File: src/rtl/hps_pkg.sv
package hps_pkg;

  typedef enum logic [1:0] {
    ST_LOWPWR = 2'd0,
    ST_ACTIVE = 2'd1,
    ST_SETTLE = 2'd2,
    ST_FORCE  = 2'd3
  } selState_t;

  // control -> datapath strobes
  typedef struct packed {
    logic valid;
    logic sel;
    logic forceLow;
  } selStrobe_t;

  function automatic int maxOf(input int a, input int b);
    return (a > b) ? a : b;
  endfunction

endpackage

File: src/rtl/hps_sync.sv
module hps_sync #(
  parameter int WIDTH  = 6,
  parameter int STAGES = 2
) (
  input  logic             clk,
  input  logic             rst,
  input  logic [WIDTH-1:0] din,
  output logic [WIDTH-1:0] dout
);

  for (genvar b = 0; b < WIDTH; b++) begin : g_bit
    logic [STAGES-1:0] pipe;
    always_ff @(posedge clk) begin
      if (rst) pipe <= '0;
      else     pipe <= {pipe[STAGES-2:0], din[b]};
    end
    assign dout[b] = pipe[STAGES-1];
  end

endmodule

File: src/rtl/hps_ctrl.sv
module hps_ctrl
  import hps_pkg::*;
#(
  parameter int T1_CYC = 200_000,
  parameter int T2_CYC = 25_000_000
) (
  input  logic       clk,
  input  logic       rst,
  input  logic       hpdA,
  input  logic       hpdB,
  input  logic       prioB,
  output selStrobe_t strobe
);

  localparam int CNT_MAX = maxOf(T1_CYC, T2_CYC);
  localparam int CW      = $clog2(CNT_MAX + 1);
  localparam logic [CW-1:0] T1M1 = CW'(T1_CYC - 1);
  localparam logic [CW-1:0] T2M1 = CW'(T2_CYC - 1);

  selState_t     st;
  logic          sel;
  logic          tgt;
  logic          prioSeen;
  logic [CW-1:0] cnt;
  logic [CW-1:0] lowCnt;

  logic selHpd, othHpd, prefHpd, tgtHpd;

  always_comb begin
    selHpd  = sel      ? hpdB : hpdA;
    othHpd  = sel      ? hpdA : hpdB;
    prefHpd = prioSeen ? hpdB : hpdA;
    tgtHpd  = tgt      ? hpdB : hpdA;
  end

  always_ff @(posedge clk) begin
    if (rst) begin
      st       <= ST_LOWPWR;
      sel      <= 1'b0;
      tgt      <= 1'b0;
      prioSeen <= 1'b0;
      cnt      <= '0;
      lowCnt   <= '0;
    end else begin
      case (st)
        ST_LOWPWR: begin
          cnt      <= '0;
          lowCnt   <= '0;
          prioSeen <= prioB;
          if (hpdA || hpdB) begin
            st  <= ST_ACTIVE;
            sel <= (hpdA && hpdB) ? prioB : hpdB;
          end
        end
        ST_ACTIVE: begin
          if (!selHpd && lowCnt == T2M1) begin
            lowCnt <= '0;
            if (othHpd) sel <= ~sel;
            else        st  <= ST_LOWPWR;
          end else begin
            lowCnt <= selHpd ? '0 : lowCnt + 1'b1;
            if (prioB != prioSeen) begin
              if (hpdA && hpdB) begin
                st  <= ST_SETTLE;
                cnt <= '0;
              end else begin
                prioSeen <= prioB;
              end
            end else if (prefHpd && (prioSeen != sel)) begin
              st  <= ST_FORCE;
              tgt <= prioSeen;
              cnt <= '0;
            end
          end
        end
        ST_SETTLE: begin
          lowCnt <= '0;
          if (prioB == prioSeen) begin
            st <= ST_ACTIVE;
          end else if (cnt == T1M1) begin
            prioSeen <= prioB;
            st       <= ST_ACTIVE;
          end else begin
            cnt <= cnt + 1'b1;
          end
        end
        ST_FORCE: begin
          if (!hpdA && !hpdB) begin
            st <= ST_LOWPWR;
          end else if (!tgtHpd) begin
            cnt <= '0;
          end else if (cnt == T2M1) begin
            sel    <= tgt;
            st     <= ST_ACTIVE;
            lowCnt <= '0;
          end else begin
            cnt <= cnt + 1'b1;
          end
        end
        default: st <= ST_LOWPWR;
      endcase
    end
  end

  always_comb begin
    strobe.valid    = (st != ST_LOWPWR);
    strobe.sel      = sel;
    strobe.forceLow = (st == ST_FORCE);
  end


  settle_hold_chk: assert property (@(posedge clk) disable iff (rst)
    ($past(st) == ST_SETTLE) |-> $stable(sel));


  force_target_chk: assert property (@(posedge clk) disable iff (rst)
    (st == ST_ACTIVE && $past(st) == ST_FORCE) |-> (sel == $past(tgt)));


  cnt_range_chk: assert property (@(posedge clk) disable iff (rst)
    cnt <= CW'(CNT_MAX));


  low_window_chk: assert property (@(posedge clk) disable iff (rst)
    lowCnt <= T2M1);

endmodule

File: src/rtl/hps_dp.sv
module hps_dp
  import hps_pkg::*;
(
  input  logic       clk,
  input  logic       rst,
  input  selStrobe_t strobe,
  input  logic       hpdA,
  input  logic       hpdB,
  input  logic       cadA,
  input  logic       cadB,
  input  logic       lpN,
  output logic       hpdOut,
  output logic       cadOut,
  output logic       portSel,
  output logic       portValid,
  output logic       pathEn
);

  logic hpdMux, cadMux;

  always_comb begin
    hpdMux = strobe.sel ? hpdB : hpdA;
    cadMux = strobe.sel ? cadB : cadA;
  end

  always_ff @(posedge clk) begin
    if (rst) begin
      hpdOut    <= 1'b0;
      cadOut    <= 1'b0;
      portSel   <= 1'b0;
      portValid <= 1'b0;
      pathEn    <= 1'b0;
    end else begin
      hpdOut    <= strobe.valid && !strobe.forceLow && hpdMux;
      cadOut    <= strobe.valid && cadMux;
      portSel   <= strobe.valid && strobe.sel;
      portValid <= strobe.valid;
      pathEn    <= strobe.valid && lpN;
    end
  end


  idle_quiet_chk: assert property (@(posedge clk) disable iff (rst)
    !strobe.valid |=> (!hpdOut && !cadOut && !portValid));


  force_low_chk: assert property (@(posedge clk) disable iff (rst)
    strobe.forceLow |=> !hpdOut);


  lowpower_float_chk: assert property (@(posedge clk) disable iff (rst)
    !lpN |=> !pathEn);

endmodule

File: src/rtl/hpd_port_sel.sv
module hpd_port_sel
  import hps_pkg::*;
#(
  parameter int T1_CYC      = 200_000,
  parameter int T2_CYC      = 25_000_000,
  parameter int SYNC_STAGES = 2
) (
  input  logic clk,
  input  logic rst,
  input  logic hpdA,
  input  logic hpdB,
  input  logic cadA,
  input  logic cadB,
  input  logic prioB,
  input  logic lpN,
  output logic hpdOut,
  output logic cadOut,
  output logic portSel,
  output logic portValid,
  output logic pathEn
);

  localparam int NIN = 6;

  logic [NIN-1:0] rawIn, synIn;
  selStrobe_t     strobe;

  assign rawIn = {cadB, cadA, lpN, prioB, hpdB, hpdA};

  hps_sync #(.WIDTH(NIN), .STAGES(SYNC_STAGES)) u_sync (
    .clk (clk),
    .rst (rst),
    .din (rawIn),
    .dout(synIn)
  );

  hps_ctrl #(.T1_CYC(T1_CYC), .T2_CYC(T2_CYC)) u_ctrl (
    .clk   (clk),
    .rst   (rst),
    .hpdA  (synIn[0]),
    .hpdB  (synIn[1]),
    .prioB (synIn[2]),
    .strobe(strobe)
  );

  hps_dp u_dp (
    .clk      (clk),
    .rst      (rst),
    .strobe   (strobe),
    .hpdA     (synIn[0]),
    .hpdB     (synIn[1]),
    .cadA     (synIn[4]),
    .cadB     (synIn[5]),
    .lpN      (synIn[3]),
    .hpdOut   (hpdOut),
    .cadOut   (cadOut),
    .portSel  (portSel),
    .portValid(portValid),
    .pathEn   (pathEn)
  );

endmodule

File: config.mk
export PLATFORM = sky130hd
export DESIGN_NAME = hpd_port_sel
export DESIGN_NICKNAME = d
export VERILOG_FILES = /design/src/rtl/hps_pkg.sv /design/src/rtl/hps_sync.sv /design/src/rtl/hps_ctrl.sv /design/src/rtl/hps_dp.sv /design/src/rtl/hpd_port_sel.sv
export SDC_FILE = /design/constraint.sdc
export NUM_CORES = 1
export LEC_CHECK = 0
export BUFFER_PORTS_ARGS = -buffer_cell sky130_fd_sc_hd__buf_2
export CAP_MARGIN = 10
export CORE_MARGIN = 10
export CORE_UTILIZATION = 35
export DETAILED_ROUTE_END_ITERATION = 16
export GPL_TIMING_DRIVEN = 1
export MAX_ROUTING_LAYER = met4
export PLACE_DENSITY_LB_ADDON = 0.08
export SLEW_MARGIN = 0
export SYNTH_ARGS = -nofsm -noshare
export SYNTH_HDL_FRONTEND = slang
export SYNTH_SLANG_ARGS = --single-unit
export TNS_END_PERCENT = 50
File: constraint.sdc
create_clock -name clk -period 4.21 [get_ports clk]
set_clock_uncertainty 0.2 [all_clocks]
set_input_delay 0.842 -clock clk [delete_from_list [all_inputs] [get_ports clk]]
set_output_delay 0.842 -clock clk [all_outputs]
set_load 0.02 [all_outputs]
==> Implementation_results.wiki <==
{| class="wikitable"
! Metric !! Value
|-
| Status || complete, no violations
|-
| Total count of hold-check failures in the final report || 0
|-
| Post-Layout Inst Area || 0.004053 sq mm
|-
| Compound-cell area share of the yosys netlist || 16.14%
|-
| Seq cells post-synth || just over 70
|-
| Worst slew margin relative to its limit || 32.82%
|-
| Hpwl dp || 5602 um
|-
| Sum of buffers and inverters on the critical path || 0
|-
| Final hold slack || approximately 0.23 ns
|-
| Finish-stage setup viols || 0
|-
| Xor/xnor share of the synthesized area || 4.631%
|-
| Clock buffers created by TritonCTS || 9
|-
| Violation count after the first detailed-routing iteration || 208
|-
| Required time at the worst-slack endpoint || around 4.3 ns
|-
| Fraction of post-synthesis cell area in the top cell type by area || 38.11%
|-
| Syn_nets || 450
|-
| Family with the most delay on the worst path || simple AND/OR/NAND/NOR gates
|-
| Die height || roughly 120 um
|-
| Leakage power summed over all cells || between 1 and 1.5 nW
|-
| CTS sink count || approximately 70
|-
| Cell area after synthesis || 0.003782 sq mm
|-
| Least-Margin Pin Slew || 1.008 ns
|-
| Maximum fanout along the worst path || 25
|-
| Multiplexer share of the synthesized area || 2.316%
|-
| Post_cts resized || 0
|-
| Area added between synthesis and finish || 7.145%
|-
| Library cell used as clock root buffer || sky130_fd_sc_hd__clkbuf_8
|-
| Hold-critical path endpoint || u_dp.pathEn
|-
| Category of the critical setup timing path || register to register
|-
| Period utilization || a little over 70%
|-
| Clock latency reported for the late side of the worst-skew pair || 0.35 ns
|-
| Syn Area/Cell || roughly 8.7 sq um
|-
| Switching component of the power || ~0.59 mW
|-
| Number of violations of the max-capacitance limit || 0
|-
| Die Wd || 124.0 um
|-
| Via Count || approximately 3100
|-
| Number of enable-type register cells in the synthesized netlist || 0
|-
| Core Box Area || 0.01042 sq mm
|-
| Vias per cell || 5.461
|-
| Reg2Reg Setup Slack || 1.19 ns
|-
| Main combinational cell family by area after synthesis || simple AND/OR/NAND/NOR gates
|-
| TritonCTS clock tree || yes
|-
| Total number of nets in the final design || 448
|-
| Top library cells by usage in the layout, fill and taps aside || sky130_fd_sc_hd__dfxtp_1, sky130_fd_sc_hd__nor2_1, sky130_fd_sc_hd__nand2_1
|-
| Largest net degree at the start of global routing || 45
|-
| Seq. cell area || 0.001441 sq mm
|-
| Startpoint of the most critical register-to-register path || u_ctrl.lowCnt[0]
|-
| Critical path capture point type || register
|-
| Effective utilization at floorplan || a little over a third
|-
| # port buffers || 12
|-
| Sequential cell area fraction in the yosys report || 38.11%
|-
| Standard-cell row count || 37
|-
| Path depth of the worst reg2reg path || 7
|-
| First-pass GRT wire length || 14750 um
|-
| Switching Fraction || between 30% and 40%
|-
| Share of post-route cells with drive strength above 1 || between 10% and 20%
|-
| Fillers || about 1100
|-
| # diodes || 0
|-
| Residual antenna-violating net count after detailed routing || 0
|-
| Area post-placement || 0.003869 sq mm
|-
| Remaining routing DRC violations || 0
|-
| Cell variety after synth || 67
|-
| Minimum setup slack in the final design || 1.186 ns
|-
| Class of the tightest hold or removal check || register to register
|-
| Number of global-route vias before repair || 2973
|-
| Slowest cell on crit path || sky130_fd_sc_hd__or4_4
|-
| # IOs || 13
|-
| Setup Slack @ Placement || 1.150 ns
|-
| CTS Hold Bufs || 0
|-
| Commonest non-fill, non-tap cell in the layout || sky130_fd_sc_hd__dfxtp_1
|-
| Crit start category || register
|-
| Final critical delay including setup and external delays || between 3 and 4 ns
|-
| Maximum vdd ir drop || 0.1912 mV
|-
| CTS clk-pin slew, worst paths || ~0.080 ns
|-
| Gr usage total || about an eighth
|-
| Hold path depth || 1
|-
| Wire length per cell || ~15 um
|-
| Final weighted congestion of routability-driven global placement || between 0.8 and 0.9
|-
| Number of optimization iterations in the first detailed-route pass || 6
|-
| DP Cell Count || 559
|-
| Cell-internal power || ~1.1 mW
|-
| Fraction of synthesis flops using an asynchronous set or reset pin || 0%
|-
| Post-synthesis simple-gate area fraction || a little under a third
|-
| H-tree Lvls || 3
|-
| Part of the total power dissipated in combinational logic || 26.7%
|-
| Post-Syn Instances || 436
|-
| Pins Over Slew Limit || 0
|-
| Remaining global-route overflow || 0
|-
| Area share of fa/ha/maj cells after synthesis || 1.985%
|-
| Sum Neg Setup Slack || 0 ns
|-
| Synth Flop Type || sky130_fd_sc_hd__dfxtp_1
|-
| Proportion of power drawn by the clock network || 30.1%
|-
| HP Start || u_sync.g_bit[3].pipe[1]
|-
| Maximum achievable frequency || 330.6 MHz
|-
| Setup Buffers After CTS || 0
|-
| Dominant cells by area after synthesis || sky130_fd_sc_hd__dfxtp_1, sky130_fd_sc_hd__nor2_1, sky130_fd_sc_hd__a21oi_1
|-
| Critical path arrival || 3.06 ns
|-
| CP max stage delay || 0.56 ns
|-
| Footprint of the multi-input gates || 0.002156 sq mm
|-
| Worst flop-to-flop path endpoint || u_ctrl.cnt[6]
|-
| Count of placed standard cells in the final layout, fillers left out || roughly 580
|-
| Antenna violations before repair || 0
|-
| Unrepaired setup endpoints after global routing || false
|-
| Area enclosed by the die boundary || 0.01536 sq mm
|-
| Area leader, netlist || sky130_fd_sc_hd__dfxtp_1
|-
| Syn. warnings || 0
|-
| Maximum clock insertion buffer count || 2
|-
| Crit path cell chain || ha_1 -> and4_1 -> nand2_2 -> or4_4 -> nand4_2 -> nor2_2 -> a32o_1
|-
| Sum of routed wire length over all layers || 8639 um
|-
| Proportion of power drawn by flip-flops and latches || ~43%
|-
| Power density over cell area || 418.4 mW/mm^2
|}
-- cells in the mapped netlist, types with 3 or more instances --
cell	number
sky130_fd_sc_hd__clkbuf_1	10
sky130_fd_sc_hd__a32o_1	8
sky130_fd_sc_hd__mux2i_1	5
sky130_fd_sc_hd__xor2_1	15
sky130_fd_sc_hd__nor3b_1	6
sky130_fd_sc_hd__ha_1	6
sky130_fd_sc_hd__nor4b_1	5
sky130_fd_sc_hd__buf_2	7
sky130_fd_sc_hd__and3_1	10
sky130_fd_sc_hd__a31oi_1	6
sky130_fd_sc_hd__buf_6	6
sky130_fd_sc_hd__or3_1	8
sky130_fd_sc_hd__nor4bb_1	3
sky130_fd_sc_hd__and4_1	9
sky130_fd_sc_hd__nand2_1	28
sky130_fd_sc_hd__or4_1	6
sky130_fd_sc_hd__inv_1	6
sky130_fd_sc_hd__and2_1	9
sky130_fd_sc_hd__nor3_1	10
sky130_fd_sc_hd__nand4b_1	4
sky130_fd_sc_hd__a21o_1	3
sky130_fd_sc_hd__nor2_1	39
sky130_fd_sc_hd__a21oi_1	28
sky130_fd_sc_hd__o21ai_0	26
sky130_fd_sc_hd__nand4_1	17
sky130_fd_sc_hd__xnor2_1	5
sky130_fd_sc_hd__nand3_1	21
sky130_fd_sc_hd__dfxtp_1	72
sky130_fd_sc_hd__nor2b_1	12
-- registers in the layout (all words and copies together) (netlist names) --
signal and flops:
u_ctrl.cnt 25, u_ctrl.lowCnt 25, u_ctrl.prioSeen 1, u_ctrl.sel 1, u_ctrl.st 2, u_ctrl.tgt 1, u_dp.cadOut 1, u_dp.hpdOut 1
u_dp.pathEn 1, u_dp.portSel 1, u_dp.portValid 1, u_sync.g_bit.pipe 12
-- power by group through the flow --
stage	clock network, mW	registers, mW	logic [mW]
floorplan	0	0.742	0.407
finish	0.511	0.731	0.453
global placement	0	0.746	0.458
CTS	0.535	0.731	0.460
global route	0.563	0.735	0.510
detailed placement	0	0.748	0.457
-- how the worst max path moves through the flow --
stage                                       start               end  slack, ns  depth (start not counted)
after floorplan                  u_ctrl.lowCnt[0]    u_ctrl.cnt[13]       1.78                         10
after global placement    u_sync.g_bit[0].pipe[1]    u_ctrl.cnt[22]       1.23                          6
after detailed placement         u_ctrl.lowCnt[0]  u_ctrl.lowCnt[8]       1.15                          7
after CTS                        u_ctrl.lowCnt[0]  u_ctrl.lowCnt[0]       1.13                          7
after global routing             u_ctrl.lowCnt[0]  u_ctrl.lowCnt[4]       0.87                          7
final                            u_ctrl.lowCnt[0]     u_ctrl.cnt[6]       1.19                          7
-- worst register-to-register path, cell delays in order (launching register included) --
cell and delay [ns]:
sky130_fd_sc_hd__dfxtp_1 0.39, sky130_fd_sc_hd__ha_1 0.21, sky130_fd_sc_hd__and4_1 0.40, sky130_fd_sc_hd__nand2_2 0.17, sky130_fd_sc_hd__or4_4 0.57, sky130_fd_sc_hd__nand4_2 0.45
sky130_fd_sc_hd__nor2_2 0.22, sky130_fd_sc_hd__a32o_1 0.30
-- stage by stage --
step	total power [mW]	utilization [%]
floorplan	1.149	-
global placement	1.204	37.14
detailed placement	1.205	37.14
CTS	1.726	38.91
global route	1.808	38.91
finish	1.695	38.91
-- layer usage --
metal	GRT usage, %	up-vias	wire length, um
met5	-	-	0
li1	-	1611	-
met4	5.899	0	170
met3	2.579	12	172
met2	18.31	33	3891
met1	15.77	1484	4404
-- cells by family after synthesis --
kind of cell,after synthesis
and+or+nand+nor,203
AOI/OAI and AO/OA,93
DFF,72
buffers and inverters,34
xor gates and xnor gates,20
muxes,8
adders and majority gates,6
-- layout make-up --
type                    instances  area share, %
clock buffers                  12          3.828
inverters                       7         0.6483
well taps                     136          4.199
repair buffers                 14          1.852
clock inverters                 4         0.7101
multi-input cells             330          53.20
flip-flops and latches         72          35.57
Power figures use the tool's default switching activity.
